<file path="config.mk">
export PLATFORM = sky130hd
export DESIGN_NAME = epwm_top
export DESIGN_NICKNAME = d
export VERILOG_FILES = /design/src/rtl/epwm_pkg.sv /design/src/rtl/epwm_regs.sv /design/src/rtl/epwm_timebase.sv /design/src/rtl/epwm_deadband.sv /design/src/rtl/epwm_steer.sv /design/src/rtl/epwm_top.sv
export SDC_FILE = /design/constraint.sdc
export NUM_CORES = 1
export LEC_CHECK = 0
export ABC_AREA = 1
export CAP_MARGIN = 40
export CORE_ASPECT_RATIO = 0.8
export CORE_MARGIN = 2
export CORE_UTILIZATION = 40
export CTS_CLUSTER_DIAMETER = 40
export DETAILED_ROUTE_END_ITERATION = 6
export DONT_BUFFER_PORTS = 1
export GPL_TIMING_DRIVEN = 0
export HOLD_SLACK_MARGIN = 0.1
export PLACE_DENSITY = 0.59
export SYNTH_ARGS = -nofsm -noshare
export SYNTH_HDL_FRONTEND = slang
export SYNTH_HIERARCHICAL = 1
export SYNTH_SLANG_ARGS = --single-unit
</file>
<file path="constraint.sdc">
create_clock -name clk -period 7.23 [get_ports clk]
set_clock_uncertainty 0.05 [all_clocks]
set_input_delay 1.0845 -clock clk [delete_from_list [all_inputs] [get_ports clk]]
set_output_delay 1.0845 -clock clk [all_outputs]
set_load 0.01 [all_outputs]
</file>
<file path="src/rtl/epwm_pkg.sv">
package epwm_pkg;

  typedef enum logic [1:0] {
    OM_SINGLE   = 2'b00,
    OM_HALF     = 2'b01,
    OM_DUAL     = 2'b10,
    OM_PARALLEL = 2'b11
  } omode_e;

  typedef struct packed {
    omode_e     omode;
    logic [1:0] duty_lo;
    logic [1:0] run;
    logic       inv_ac;
    logic       inv_bd;
  } ctrl_t;

  function automatic logic [4:0] prescale_len(input logic [1:0] sel);
    case (sel)
      2'b00:   return 5'd1;
      2'b01:   return 5'd4;
      default: return 5'd16;
    endcase
  endfunction

  // returns {D, C, B, A}
  function automatic logic [3:0] route_outputs(input omode_e m, input logic pri,
                                               input logic comp);
    case (m)
      OM_SINGLE: return {3'b000, pri};
      OM_HALF:   return {2'b00, comp, pri};
      OM_DUAL:   return {comp, pri, comp, pri};
      default:   return {4{pri}};
    endcase
  endfunction

  function automatic logic [3:0] polarity_mask(input ctrl_t c);
    return {c.inv_bd, c.inv_ac, c.inv_bd, c.inv_ac};
  endfunction

endpackage

</file>
<file path="src/rtl/epwm_regs.sv">
module epwm_regs
  import epwm_pkg::*;
#(
  parameter int TMR_W = 8,
  parameter int DLY_W = 6
) (
  input  logic             clk,
  input  logic             rst_n,
  input  logic             wr_en,
  input  logic [1:0]       wr_addr,
  input  logic [TMR_W-1:0] wr_data,
  input  logic             wrap,
  input  logic             fall,
  output logic [TMR_W-1:0] per_a,
  output logic [TMR_W+1:0] duty_a,
  output ctrl_t            ctrl_a,
  output logic [1:0]       pre_a,
  output logic [DLY_W-1:0] del_eff
);
  localparam logic [1:0] A_PER  = 2'd0;
  localparam logic [1:0] A_DUTY = 2'd1;
  localparam logic [1:0] A_CTRL = 2'd2;
  localparam logic [1:0] A_MISC = 2'd3;

  logic [TMR_W-1:0] per_s, dhi_s, dhi_a;
  ctrl_t            ctrl_s;
  logic [1:0]       pre_s;
  logic [DLY_W-1:0] del_s, del_a;
  logic             del_pend, del_commit;

  assign del_commit = del_pend && (wrap || fall);
  assign del_eff    = del_commit ? del_s : del_a;
  assign duty_a     = {dhi_a, ctrl_a.duty_lo};

  always_ff @(posedge clk or negedge rst_n) begin
    if (!rst_n) begin
      per_s <= '0; dhi_s <= '0; ctrl_s <= '0; pre_s <= '0; del_s <= '0;
      per_a <= '0; dhi_a <= '0; ctrl_a <= '0; pre_a <= '0; del_a <= '0;
      del_pend <= 1'b0;
    end else begin
      if (wrap) begin
        per_a  <= per_s;
        dhi_a  <= dhi_s;
        ctrl_a <= ctrl_s;
        pre_a  <= pre_s;
      end
      if (del_commit) del_a <= del_s;
      if (wr_en && wr_addr == A_MISC) del_pend <= 1'b1;
      else if (del_commit)            del_pend <= 1'b0;
      if (wr_en) begin
        case (wr_addr)
          A_PER:  per_s  <= wr_data;
          A_DUTY: dhi_s  <= wr_data;
          A_CTRL: ctrl_s <= ctrl_t'(wr_data[7:0]);
          default: begin
            pre_s <= wr_data[7:6];
            del_s <= wr_data[DLY_W-1:0];
          end
        endcase
      end
    end
  end

  assert_shadow_hold_R4: assert property (@(posedge clk) disable iff (!rst_n)
    !wrap |=> ($stable(per_a) && $stable(duty_a) && $stable(ctrl_a) && $stable(pre_a)));

  assert_delay_commit_point_R5: assert property (@(posedge clk) disable iff (!rst_n)
    !(wrap || fall) |=> $stable(del_a));

endmodule

</file>
<file path="src/rtl/epwm_timebase.sv">
module epwm_timebase
  import epwm_pkg::*;
#(
  parameter int TMR_W = 8
) (
  input  logic             clk,
  input  logic             rst_n,
  input  logic [TMR_W-1:0] per_a,
  input  logic [1:0]       pre_a,
  output logic [TMR_W+1:0] cnt,
  output logic             wrap,
  output logic             period_tick
);
  localparam int CNT_W = TMR_W + 2;

  logic [3:0] pcnt;
  logic [4:0] plen;
  logic       step;

  assign plen = prescale_len(pre_a);
  assign step = ({1'b0, pcnt} == plen - 5'd1);
  assign wrap = step && (cnt == {per_a, 2'b11});

  always_ff @(posedge clk or negedge rst_n) begin
    if (!rst_n) begin
      pcnt        <= '0;
      cnt         <= '0;
      period_tick <= 1'b0;
    end else begin
      period_tick <= wrap;
      pcnt        <= step ? 4'd0 : pcnt + 4'd1;
      if (wrap)      cnt <= '0;
      else if (step) cnt <= cnt + CNT_W'(1);
    end
  end

  assert_wrap_clears_R1: assert property (@(posedge clk) disable iff (!rst_n)
    wrap |=> (cnt == '0 && period_tick));

  assert_count_bound_R1: assert property (@(posedge clk) disable iff (!rst_n)
    cnt <= {per_a, 2'b11});

endmodule

</file>
<file path="src/rtl/epwm_deadband.sv">
module epwm_deadband #(
  parameter int TMR_W = 8,
  parameter int DLY_W = 6
) (
  input  logic             clk,
  input  logic             rst_n,
  input  logic             run_en,
  input  logic [TMR_W+1:0] cnt,
  input  logic [TMR_W+1:0] duty_a,
  input  logic [DLY_W-1:0] del_eff,
  output logic             pri,
  output logic             comp,
  output logic             fall
);
  logic             pri_q;
  logic [DLY_W-1:0] dcnt;

  assign pri  = run_en && (cnt < duty_a);
  assign fall = pri_q && !pri;
  assign comp = run_en && !pri &&
                (fall ? (del_eff == '0) : (dcnt <= DLY_W'(1)));

  always_ff @(posedge clk or negedge rst_n) begin
    if (!rst_n) begin
      pri_q <= 1'b0;
      dcnt  <= '0;
    end else begin
      pri_q <= pri;
      if (fall)             dcnt <= del_eff;
      else if (dcnt != '0)  dcnt <= dcnt - DLY_W'(1);
    end
  end

  assert_no_overlap_R6: assert property (@(posedge clk) disable iff (!rst_n)
    !(pri && comp));

  assert_dead_after_fall_R6: assert property (@(posedge clk) disable iff (!rst_n)
    (fall && del_eff > DLY_W'(1)) |=> !comp);

  assert_zero_duty_R3: assert property (@(posedge clk) disable iff (!rst_n)
    (duty_a == '0) |-> !pri);

endmodule

</file>
<file path="src/rtl/epwm_steer.sv">
module epwm_steer
  import epwm_pkg::*;
(
  input  logic       clk,
  input  logic       rst_n,
  input  ctrl_t      ctrl_a,
  input  logic       run_en,
  input  logic       pri,
  input  logic       comp,
  output logic [3:0] pwm_out
);
  always_ff @(posedge clk or negedge rst_n) begin
    if (!rst_n) pwm_out <= '0;
    else        pwm_out <= route_outputs(ctrl_a.omode, pri, comp) ^ polarity_mask(ctrl_a);
  end

  assert_idle_level_R9: assert property (@(posedge clk) disable iff (!rst_n)
    !run_en |=> (pwm_out == $past(polarity_mask(ctrl_a))));

endmodule

</file>
<file path="src/rtl/epwm_top.sv">
module epwm_top
  import epwm_pkg::*;
#(
  parameter int TMR_W = 8,
  parameter int DLY_W = 6
) (
  input  logic             clk,
  input  logic             rst_n,
  input  logic             wr_en,
  input  logic [1:0]       wr_addr,
  input  logic [TMR_W-1:0] wr_data,
  output logic [3:0]       pwm_out,
  output logic             period_tick
);
  logic [TMR_W-1:0] per_a;
  logic [TMR_W+1:0] duty_a, cnt;
  ctrl_t            ctrl_a;
  logic [1:0]       pre_a;
  logic [DLY_W-1:0] del_eff;
  logic             wrap, fall, pri, comp, run_en;

  assign run_en = (ctrl_a.run == 2'b11);

  epwm_regs #(.TMR_W(TMR_W), .DLY_W(DLY_W)) u_regs (
    .clk, .rst_n, .wr_en, .wr_addr, .wr_data, .wrap, .fall,
    .per_a, .duty_a, .ctrl_a, .pre_a, .del_eff
  );

  epwm_timebase #(.TMR_W(TMR_W)) u_tb (
    .clk, .rst_n, .per_a, .pre_a, .cnt, .wrap, .period_tick
  );

  epwm_deadband #(.TMR_W(TMR_W), .DLY_W(DLY_W)) u_db (
    .clk, .rst_n, .run_en, .cnt, .duty_a, .del_eff, .pri, .comp, .fall
  );

  epwm_steer u_steer (
    .clk, .rst_n, .ctrl_a, .run_en, .pri, .comp, .pwm_out
  );

endmodule

</file>
# Word level (Yosys, flattened, before mapping)
# Cells that the tools add are included.
# W data, S select, Z words.
# op_classes
order_cmp	2
bitwise_logic	2
eq_ne	9
n_mux	11
reduce_logical	22
add_sub_neg	4
# ops
operator	n
$mux W10	2
$mux W6	3
$pmux W4 S3	1
$add A10 B1 Y10 const B	1
$eq A10 B10 Y1	1
$lt A10 B10 Y1	1
$pmux W5 S2	1
$eq A2 B2 Y1 const B	4
$reduce_and A2 Y1	4
$logic_and A1 B1 Y1	7
$eq A2 B1 Y1 const B	3
$le A6 B1 Y1 const B	1
$logic_not A2 Y1	3
$logic_not A6 Y1	1
$reduce_bool A2 Y1	3
$reduce_bool A6 Y1	1
$sub A6 B1 Y6 const B	1
$eq A4 B5 Y1	1
$sub A5 B1 Y5 const B	1
$add A4 B1 Y4 const B	1
$mux W4	1
$xor A4 B4 Y4	1
$mux W1	3
$reduce_or A3 Y1	1
other kinds (3)	3
# word_totals
in_bits	13
ff_bits	91
wordCells	75
output_inout_bits	5

# Depth between registers and ports, before layout
# Gate-level depths: netlist of run 1.
# logic_depth
depth_word	13
depth_mapped	24
ltp_nobuf	24

# Cells and area by module
# The synthesis of run 1 kept the hierarchy.
# modules_own_cells
mod	seq_area_each_um2	instances	cells_each	area_per_inst_um2
epwm_regs	1626.6	1	284	2667.6
epwm_timebase	375.4	1	165	1097.3
epwm_deadband	175.2	1	112	750.7
epwm_steer	100.1	1	23	185.2
epwm_top	0.0	1	2	7.5

# Worst setup path before layout of run 1
# Ideal clock, no wire load.
# synth_timing
path_kind	register -> register
from	register u_tb.cnt[9]
to	register u_steer.pwm_out[1]
setup_ps	117
path_buffers	0
path_slack_ps	4645
required_ps	7063
path_stages_with_launch	19
synth_period_minus_slack_ps	2585
arrival_ps	2418
cell_sequence	dfrtp_1 ha_1 a21o_1 nor2_1 nand4_2 nand2_4 inv_2 o21ai_1 nand2_1 nand2_1 inv_1 nand3_1 nor3_1 o2111ai_1 inv_1 nand2_1 nand3_1 nand3_1 nand2_1
# synth_between
elab_chain_len	12
elab_cells_between_ends	15
cone_classes	order compare (1); eq/ne (1); mux (3); bitwise (1); reduce/logical (9)
# synth_lines
element	line	text
from (decl)	epwm_timebase.sv:10	output logic [TMR_W+1:0] cnt,
from (signal assigned)	epwm_timebase.sv:33	else if (step) cnt <= cnt + CNT_W'(1);
$lt A10 B10 Y1	epwm_deadband.sv:18	assign pri = run_en && (cnt < duty_a);
$logic_and A1 B1 Y1	epwm_deadband.sv:18	
$logic_not A1 Y1	epwm_deadband.sv:19	assign fall = pri_q && !pri;
$logic_and A1 B1 Y1	epwm_deadband.sv:19	
named net fall	epwm_top.sv:20	logic wrap, fall, pri, comp, run_en;
$logic_or A1 B1 Y1	epwm_regs.sv:31	assign del_commit = del_pend && (wrap || fall);
$logic_and A1 B1 Y1	epwm_regs.sv:31	
$mux W6	epwm_regs.sv:32	assign del_eff = del_commit ? del_s : del_a;
named net del_eff[0]	epwm_top.sv:19	logic [DLY_W-1:0] del_eff;
$logic_not A6 Y1	epwm_deadband.sv:21	(fall ? (del_eff == '0) : (dcnt <= DLY_W'(1)));
$mux W1	epwm_deadband.sv:21	
$logic_and A1 B1 Y1	epwm_deadband.sv:20	assign comp = run_en && !pri &&
named net comp	epwm_top.sv:20	
$pmux W4 S3	epwm_pkg.sv:29	case (m)
$xor A4 B4 Y4	epwm_steer.sv:14	else pwm_out <= route_outputs(ctrl_a.omode, pri, comp) ^ polarity_mask(ctrl_a);
to (signal assigned)	epwm_steer.sv:14	
to (decl)	epwm_steer.sv:10	output logic [3:0] pwm_out
# The timed path passes the listed nets, and every way through them passes these cells.
# A chain may end at the register's enable or synchronous reset.

# Final worst setup path of run 1
# Same ends and word-level chain as after synthesis.

==> results of run 1 <==
==> layer usage <==
layer	routed length, um	GRT usage	part of all wire
met5	0	0	0
met4	138	0.05043	0.014
met3	600	0.04830	0.060
met2	4199	0.2521	0.42
met1	5107	0.2485	0.51
==> power groups by stage <==
stage,combinational [mW],sequential [mW],clock (mW)
5_1_grt,0.629,0.806,0.519
3_3_place_gp,0.520,0.788,0
2_1_floorplan,0.447,0.757,0
3_5_place_dp,0.537,0.795,0
6_report,0.541,0.784,0.481
4_1_cts,0.545,0.786,0.495
==> registers in the layout, summed over array words and instances (netlist names), 6 cells and up <==
signal         count
u_tb/cnt          10
u_regs/ctrl_a      8
u_regs/ctrl_s      8
u_regs/dhi_a       8
u_regs/dhi_s       8
u_regs/per_a       8
u_regs/per_s       8
u_db/dcnt          6
u_regs/del_a       6
u_regs/del_s       6
==> synth_stat cells (all sizes together) <==
master,count,share of area
nor2,44,0.044
or2,2,0.0027
nand3b,1,0.0016
a21o,1,0.0016
buf,13,0.022
nand2,259,0.22
nand3,36,0.047
a31oi,1,0.0013
inv,71,0.057
clkbuf,1,0.00080
a21oi,6,0.0064
ha,13,0.035
clkinv,1,0.0019
xor2,3,0.0056
dfrtp,91,0.48
nand4,22,0.031
xnor2,3,0.0056
o2111ai,1,0.0019
o21ai,13,0.021
nor3,4,0.0077
==> critical path, delay by kind of cell (launching register included) <==
kind                       cells  cell delay, ns
and+or+nand+nor               14            1.73
DFF                            1            0.42
AOI/OAI and AO/OA              2            0.34
adders and majority gates      1            0.31
buffers and inverters          3            0.24
==> how the worst max path moves through the flow <==
stage | cells after the start | end | slack (ns) | startpoint
after detailed placement | 20 | u_steer/pwm_out[1]$_DFF_PN0_ | 4.07 | u_tb/cnt[9]$_DFFE_PN0P_
after global placement | 20 | u_steer/pwm_out[1]$_DFF_PN0_ | 4.13 | u_tb/cnt[9]$_DFFE_PN0P_
after CTS | 20 | u_steer/pwm_out[1]$_DFF_PN0_ | 4.02 | u_tb/cnt[9]$_DFFE_PN0P_
after floorplan | 18 | u_steer/pwm_out[1]$_DFF_PN0_ | 4.65 | u_tb/cnt[9]$_DFFE_PN0P_
after global routing | 21 | u_steer/pwm_out[1]$_DFF_PN0_ | 3.79 | u_regs/dhi_a[7]$_DFFE_PN0P_
final | 20 | u_steer/pwm_out[1]$_DFF_PN0_ | 4.04 | u_tb/cnt[9]$_DFFE_PN0P_
==> cells by family (layout without fill, tap and decap cells) <==
logic type / count (synthesis) / in the layout / synth area share
flops: 91 / 91 / 0.4837
simple gates: 368 / 368 / 0.3574
fa+ha+maj: 13 / 13 / 0.03455
buf+inv: 86 / 102 / 0.08105
xor+xnor: 6 / 6 / 0.01116
compound gates: 22 / 22 / 0.03216
==> layout make-up <==
| cell class | instances | area (sq um) |
|---|---|---|
| multi-input cells | 409 | 2049 |
| inverters | 72 | 275.3 |
| well taps | 148 | 185.2 |
| flip-flops and latches | 91 | 2277 |
| clock buffers | 10 | 239.0 |
| fillers | 1167 | 6311 |
| clock inverters | 6 | 73.82 |
| plain buffers | 14 | 106.4 |
==> results.yml, run 1 <==
status:
  outcome: "finished, final reports clean"
finish:
  area_growth_pct: 10.58
  fin_util: 0.4520
  final_cell_count_no_fill: 750
  layout_commonest_cell: "nand2_1"
  final_layout_size_suffix_gt1_frac: 0.1362
  stdcell_area_sq_um: 5206
  diodes: 0
  nNetsFinal: 623
  layout_common_cells: "nand2_1, dfrtp_1, inv_1"
routing:
  ant_nets: 0
  wire_per_inst_um: 13.39
  via_count: 3614
  dr.pass1.iters: 4
  drt-vias-per-instance: 4.819
  dr.first_iter.drc_count: 219
  totalWireLength_um: 10050
  drcViolationCount: 0
floorplanning:
  boundaryPins: 18
  fp.dieH_um: 101.0
  core_area_sq_um: 11520
  initial_core_util: 0.4088
  die_area_sq_um: 12660
  die_w_um: 125.3
  std_cell_rows: 35
power_and_ir_drop:
  irDropWorstVdd_uv: 152.0
  p_comb_frac: 0.300
  p_clk_frac: 0.266
  switching_power_uw: 657.1
  powerDensity_nw_per_um2: 347.1
  pwr-share-seq: 0.434
  power_mw: 1.807
  netSwitchingFraction: 0.3637
  p_leak_nw: 2.806
  internal_power_mw: 1.150
grt:
  grt_usage: 0.1718
  grt_pass1_vias: 3426
  grt_pass1_wl_um: 17090
  grt-ovfl-total: 0
  grt_max_degree: 92
  antenna_found_initial: 0
clock_tree:
  cts.clk_slew.worst_paths_ns: 0.07
  post_cts_buffers: 0
  cts_buffers: 9
  clock-sinks: 91
  cts_buffer_depth: 2
  insertion_delay_ns: 0.34
  cts_resized: 0
  hold_buffers: 0
  htree_num_levels: 3
  cts_tree: "built"
  cts-root-buf: "clkbuf_16"
worst_setup_path:
  worstRegToRegCells: 20
  critPathRequiredTime_ns: 7.41
  cp-start-kind: "flip-flop"
  r2r_end: "u_steer/pwm_out[1]$_DFF_PN0_"
  critPathCaptureType: "flip-flop"
  cp.arrival_ns: 3.37
  slowest_stage: "dfrtp_1"
  cp_cell_sequence: "ha_1 -> a21o_1 -> nor2_1 -> nand4_2 -> nand2_4 -> inv_2 -> inv_1 -> nand2_1 -> nand3_1 -> nand2_1 -> nor2_1 -> nand3_1 -> nor3_1 -> o2111ai_1 -> inv_1 -> nand2_1 -> nand3_1 -> nand2_1 -> nand2_1 -> nand2_1"
  worstPathMaxFanout: 9
  r2r_start: "u_tb/cnt[9]$_DFFE_PN0P_"
  cpMostUsedCell: "nand2_1"
  worstSetupPathType: "flip-flop to flip-flop"
  r2r_slack_ns: 4.04
  max_stage_delay_ns: 0.42
timing:
  slew_viol_final: 0
  relSlewSlack: 0.7243
  fin_setup_tns_ns: 0
  tightest_slew_ns: 0.4109
  period_share: 0.4407
  postLayoutSetupSlackWorst_ns: 4.044
  period_minus_slack_ns: 3.186
  finalSetupViolCount: 0
  fmax_ghz: 0.3139
  rsz0062_at_grt: "no"
  whs_ns: 0.3815
  hold_viol_final: 0
place:
  dpl.hpwl_um: 7431
  place_inst: 734
  placed_area_sq_um: 4893
  gp_congestion: 0.8110
  place_ws_ns: 4.072
  port_buffers: 0
synth:
  synth_area_sq_um: 4708
  syn_inst: 586
  ys_ff_latch: 91
  ys_warn_count: 6
  seq_area_frac_synth: 0.4837
  postSynthAreaPerCell_sq_um: 8.035
  yosysUniqueCellTypes: 37
  syn_nets: 612
worst_hold_path:
  worstHoldPathType: "input port to asynchronous set/reset pin"
run:
  cap_violations: 0
No activity file was read; power rests on OpenSTA's default activity.
==> run 2, diff against run 1 <==
clock period = 3.1 ns   (was 7.23 ns; I/O delays follow)
==> run 2 against run 1 <==
Effect of this change: routed wire length grew 1.9%; non-clock buffer count grew 14; worst setup slack lost 3.9 ns; critical path depth is the same; flip-flop and latch count is the same; first-iteration DRC count shrank 2.7%; die area is the same; cell count grew 1.9%; fmax grew 9.6%; hold slack lost 0.17 ns; design area grew 4.1%; clock-buffer cell count is the same.
==> results.yml, run 2 (same netlist as run 1, synthesis figures left out) <==
grt:
  grt-ovfl-total: 0
  grt_max_degree: 92
  grt_usage: 0.1718
  antenna_found_initial: 0
  grt_pass1_vias: 3453
  grt_pass1_wl_um: 17110
routing:
  dr.pass1.iters: 5
  via_count: 3689
  drcViolationCount: 0
  totalWireLength_um: 10240
  drt-vias-per-instance: 4.829
  dr.first_iter.drc_count: 213
  ant_nets: 0
  wire_per_inst_um: 13.40
power_and_ir_drop:
  internal_power_mw: 2.745
  p_comb_frac: 0.321
  netSwitchingFraction: 0.3692
  p_clk_frac: 0.259
  pwr-share-seq: 0.420
  powerDensity_nw_per_um2: 803.3
  p_leak_nw: 2.896
  irDropWorstVdd_uv: 354.8
  power_mw: 4.352
  switching_power_mw: 1.607
worst_setup_path:
  critPathRequiredTime_ns: 3.28
  worstSetupPathType: "flip-flop to flip-flop"
  cp_cell_sequence: "ha_4 -> nand2_2 -> nor2_2 -> nand3_2 -> nand4_4 -> nand2_4 -> inv_2 -> o21ai_2 -> nand2_1 -> nand2_1 -> nor2_1 -> nand3_1 -> nor3_2 -> o2111ai_1 -> inv_1 -> nand2_1 -> nand3_2 -> nand2_1 -> nand2_1 -> nand2_1"
  slowest_stage: "dfrtp_1"
  cp-start-kind: "flip-flop"
  cpMostUsedCell: "nand2_1"
  max_stage_delay_ns: 0.44
  cp.arrival_ns: 3.09
  worstPathMaxFanout: 6
  critPathCaptureType: "flip-flop"
timing:
  slew_viol_final: 0
  period_share: 0.9379
  hold_viol_final: 0
  whs_ns: 0.2101
  fmax_ghz: 0.3439
  relSlewSlack: 0.6921
  postLayoutSetupSlackWorst_ns: 0.1925
  tightest_slew_ns: 0.4619
  period_minus_slack_ns: 2.907
  finalSetupViolCount: 0
finish:
  area_growth_pct: 15.07
  top_register: "u_tb/cnt"
  diodes: 0
  stdcell_area_sq_um: 5418
  layout_commonest_cell: "nand2_1"
  largest_register_ffs: 10
  fillers: 1164
  fin_util: 0.4704
  final_layout_size_suffix_gt1_frac: 0.1802
  nNetsFinal: 637
  regArea_sq_um: 2280
  layout_common_cells: "nand2_1, dfrtp_1, inv_1"
  multi_input_area_sq_um: 2122
place:
  gp_congestion: 0.8110
  port_buffers: 0
  placed_area_sq_um: 4893
  dpl.hpwl_um: 7431
  place_ws_ns: -0.05784
floorplanning:
  die_area_sq_um: 12660
  initial_core_util: 0.4088
  die_w_um: 125.3
  std_cell_rows: 35
  boundaryPins: 18
  fp.dieH_um: 101.0
  core_area_sq_um: 11520
clock_tree:
  cts-root-buf: "clkbuf_16"
  clock-sinks: 91
  cts_buffers: 9
  cts_buffer_depth: 2
  cts_tree: "built"
  insertion_delay_ns: 0.35
  cts.clk_slew.worst_paths_ns: 0.06
  htree_num_levels: 3
run:
  cap_violations: 0
worst_hold_path:
  worstHoldPathType: "input port to flip-flop"
status:
  outcome: "finished, final reports clean"
run 2: power by group through the flow:
stage	combinational [mW]	clock [mW]	sequential [mW]
detailed placement	1.25	0	1.85
global route	1.61	1.21	1.87
CTS	1.31	1.15	1.83
floorplan	1.04	0	1.77
global placement	1.21	0	1.84
finish	1.40	1.13	1.83
run 2: timing repair:
action	in CTS	in global routing
endpoints found under the hold margin	91	0
pin swaps	0	3
hold buffers	2	0
gates resized for setup	2	20
setup buffers	0	12
endpoints found under the setup margin	2	2
run 2: layer usage:
metal | GRT usage | up-vias | wire (um) | share of wire
met5 | 0 | - | 0 | 0
met4 | 0.05043 | 0 | 138 | 0.013
met3 | 0.04830 | 10 | 580 | 0.057
met2 | 0.2513 | 77 | 4284 | 0.42
met1 | 0.2492 | 1722 | 5236 | 0.51
li1 | - | 1880 | - | -
run 2: layout make-up:
| class | instances | area share |
|---|---|---|
| multi-input cells | 409 | 0.3917 |
| clock buffers | 10 | 0.04411 |
| repair buffers | 14 | 0.02356 |
| well taps | 148 | 0.03418 |
| clock inverters | 6 | 0.01363 |
| inverters | 72 | 0.05173 |
| flip-flops and latches | 91 | 0.4208 |
| plain buffers | 14 | 0.02032 |
run 2: path summary, 6_finish.rpt:
path	startpoint	endpoint	slack (ns)	cells after the start
worst min register to register	u_regs/ctrl_a[2]$_DFFE_PN0P_	u_regs/ctrl_a[2]$_DFFE_PN0P_	0.42	2
worst max-delay path	u_tb/cnt[9]$_DFFE_PN0P_	u_steer/pwm_out[1]$_DFF_PN0_	0.19	20
min in group asynchronous	rst_n	u_regs/del_a[3]$_DFF_PN0_	0.63	2
worst max register to register	u_tb/cnt[9]$_DFFE_PN0P_	u_steer/pwm_out[1]$_DFF_PN0_	0.19	20
max in group asynchronous	rst_n	u_tb/cnt[5]$_DFFE_PN0P_	1.97	2
worst min-delay path	wr_data[1]	u_regs/del_s[1]$_DFFE_PN0P_	0.21	2
run 2: worst max-delay path: cells and delay by family, from the launching register on:
| kind | cells | cell delay, ns |
|---|---|---|
| adder cells (fa/ha/maj) | 1 | 0.30 |
| AND/OR/NAND/NOR | 15 | 1.50 |
| AO/OA/AOI/OAI | 2 | 0.26 |
| buffers and inverters | 2 | 0.21 |
| flip-flops | 1 | 0.44 |
run 2: through the flow:
step	setup TNS, ns	cells
6_report	0	764
3_5_place_dp	-0.08643	734
2_1_floorplan	0	586
3_3_place_gp	0	734
4_1_cts	0	752
5_1_grt	-0.009441	764
==> run 3, diff against run 2 <==
CORE_UTILIZATION = 45   (was 40)
CTS_CLUSTER_SIZE = 40   (was unset)
PLACE_DENSITY = 0.65   (was 0.59)
==> run 3 against run 2 <==
Effect of this change: non-clock buffer count is 2 lower; routed wire length is 3.9% lower; design area is 1.1% lower; sequential share of layout area is 0.48 points higher; critical path type unchanged.
==> results.yml, run 3 (same netlist as run 1, synthesis figures left out) <==
status:
  outcome: "finished, final reports clean"
finish:
  largest_register_ffs: 10
  diodes: 0
  fillers: 971
  nNetsFinal: 635
  area_growth_pct: 13.85
  final_cell_count_no_fill: 752
  final_layout_size_suffix_gt1_frac: 0.1748
  top_register: "u_tb/cnt"
  fin_util: 0.5256
  layout_common_cells: "nand2_1, dfrtp_1, inv_1"
  layout_commonest_cell: "nand2_1"
place:
  place_ws_ns: 0.02832
  port_buffers: 0
  dpl.hpwl_um: 7026
  place_inst: 726
  gp_congestion: 0.8746
power_and_ir_drop:
  irDropWorstVdd_uv: 438.3
  p_leak_nw: 2.865
  powerDensity_nw_per_um2: 779.3
floorplanning:
  die_area_sq_um: 11300
  die_w_um: 118.4
  boundaryPins: 18
  initial_core_util: 0.4617
  core_area_sq_um: 10200
  fp.dieH_um: 95.49
  std_cell_rows: 33
timing:
  fmax_ghz: 0.3437
  tightest_slew_ns: 0.4511
  slew_viol_final: 0
  finalSetupViolCount: 0
  period_minus_slack_ns: 2.910
  whs_ns: 0.2100
  postLayoutSetupSlackWorst_ns: 0.1901
  relSlewSlack: 0.6993
  period_share: 0.9387
  hold_viol_final: 0
clock_tree:
  insertion_delay_ns: 0.34
  cts-root-buf: "clkbuf_16"
  cts_buffers: 9
  cts_buffer_depth: 2
  clock-sinks: 91
  cts.clk_slew.worst_paths_ns: 0.06
  cts_tree: "built"
  htree_num_levels: 3
routing:
  wire_per_inst_um: 13.08
  drt-vias-per-instance: 4.862
  via_count: 3656
  ant_nets: 0
  dr.pass1.iters: 4
  dr.first_iter.drc_count: 225
  totalWireLength_um: 9836
  drcViolationCount: 0
worst_setup_path:
  cp-start-kind: "flip-flop"
  critPathCaptureType: "flip-flop"
  worstPathMaxFanout: 7
  cp.arrival_ns: 3.08
  critPathRequiredTime_ns: 3.27
  worstSetupPathType: "flip-flop to flip-flop"
run:
  cap_violations: 0
grt:
  antenna_found_initial: 0
  grt-ovfl-total: 0
  grt_max_degree: 92
  grt_usage: 0.1938
  grt_pass1_wl_um: 17040
  grt_pass1_vias: 3537
worst_hold_path:
  worstHoldPathType: "input port to flip-flop"
==> run 3: final timing paths <==
check                                            start                            to  slack [ns]  cells after the start
setup / recovery               u_tb/cnt[8]$_DFFE_PN0P_  u_steer/pwm_out[3]$_DFF_PN0_        0.19                     21
hold / removal                              wr_data[7]   u_regs/pre_s[1]$_DFFE_PN0P_        0.21                      2
setup reg to reg               u_tb/cnt[8]$_DFFE_PN0P_  u_steer/pwm_out[3]$_DFF_PN0_        0.19                     21
hold reg to reg            u_regs/dhi_a[4]$_DFFE_PN0P_   u_regs/dhi_a[4]$_DFFE_PN0P_        0.42                      2
max in group asynchronous                        rst_n       u_tb/cnt[8]$_DFFE_PN0P_        1.99                      2
min in group asynchronous                        rst_n     u_regs/del_a[3]$_DFF_PN0_        0.63                      2
==> run 3: metrics by stage <==
step / power, mW / TNS, ns / cell area, sq um
after global routing: 4.535 / -0.02388 / 5360
after floorplan: 2.808 / 0 / 4708
after global placement: 3.038 / 0 / 4883
final: 4.177 / 0 / 5360
after detailed placement: 3.092 / 0 / 4883
after CTS: 4.115 / 0 / 5186
==> run 3: final cells by class <==
type | count | area, sq um | share of cell area
inverters | 72 | 282.8 | 0.05275
flip-flops and latches | 91 | 2281 | 0.4255
repair buffers | 12 | 112.6 | 0.02101
clock inverters | 3 | 26.28 | 0.004902
multi-input cells | 409 | 2140 | 0.3992
clock buffers | 11 | 232.7 | 0.04342
plain buffers | 14 | 110.1 | 0.02054
well taps | 140 | 175.2 | 0.03268
==> run 3: metal layers <==
| layer | routed length (um) | vias to the layer above | global-route usage | part of all wire |
|---|---|---|---|---|
| li1 | - | 1874 | - | - |
| met1 | 4903 | 1695 | 0.2709 | 0.50 |
| met2 | 4220 | 77 | 0.2967 | 0.43 |
| met3 | 574 | 10 | 0.04964 | 0.058 |
| met4 | 137 | 0 | 0.06225 | 0.014 |
| met5 | 0 | - | 0 | 0 |
==> run 3: report_power, final <==
| part | switching [mW] | internal (mW) |
|---|---|---|
| clock | 0.434 | 0.540 |
| combinational | 0.834 | 0.533 |
| sequential | 0.291 | 1.55 |
| total | 1.56 | 2.62 |
==> run 3: what timing repair did <==
item,CTS,global route
setup endpoints to repair,1,2
gates cloned,0,0
hold buffers,2,0
gates resized for setup,2,23
endpoints found under the hold margin,91,0
setup buffers,0,10
pin swaps,0,3
==> run 3: worst max-delay path: stages (launching register included) <==
cell,delay (ns)
dfrtp_2,0.44
ha_1,0.28
nand2_1,0.11
a21oi_1,0.09
nor2_4,0.18
nand4_4,0.13
nand2_4,0.14
inv_4,0.07
inv_2,0.06
nand2_2,0.08
nand3_1,0.08
nand2_1,0.08
inv_1,0.11
nand3_1,0.10
nor3_2,0.23
o2111ai_1,0.12
inv_1,0.09
nand2_1,0.08
nand2_1,0.10
nand2_1,0.06
nand2_1,0.07
nand2_1,0.05
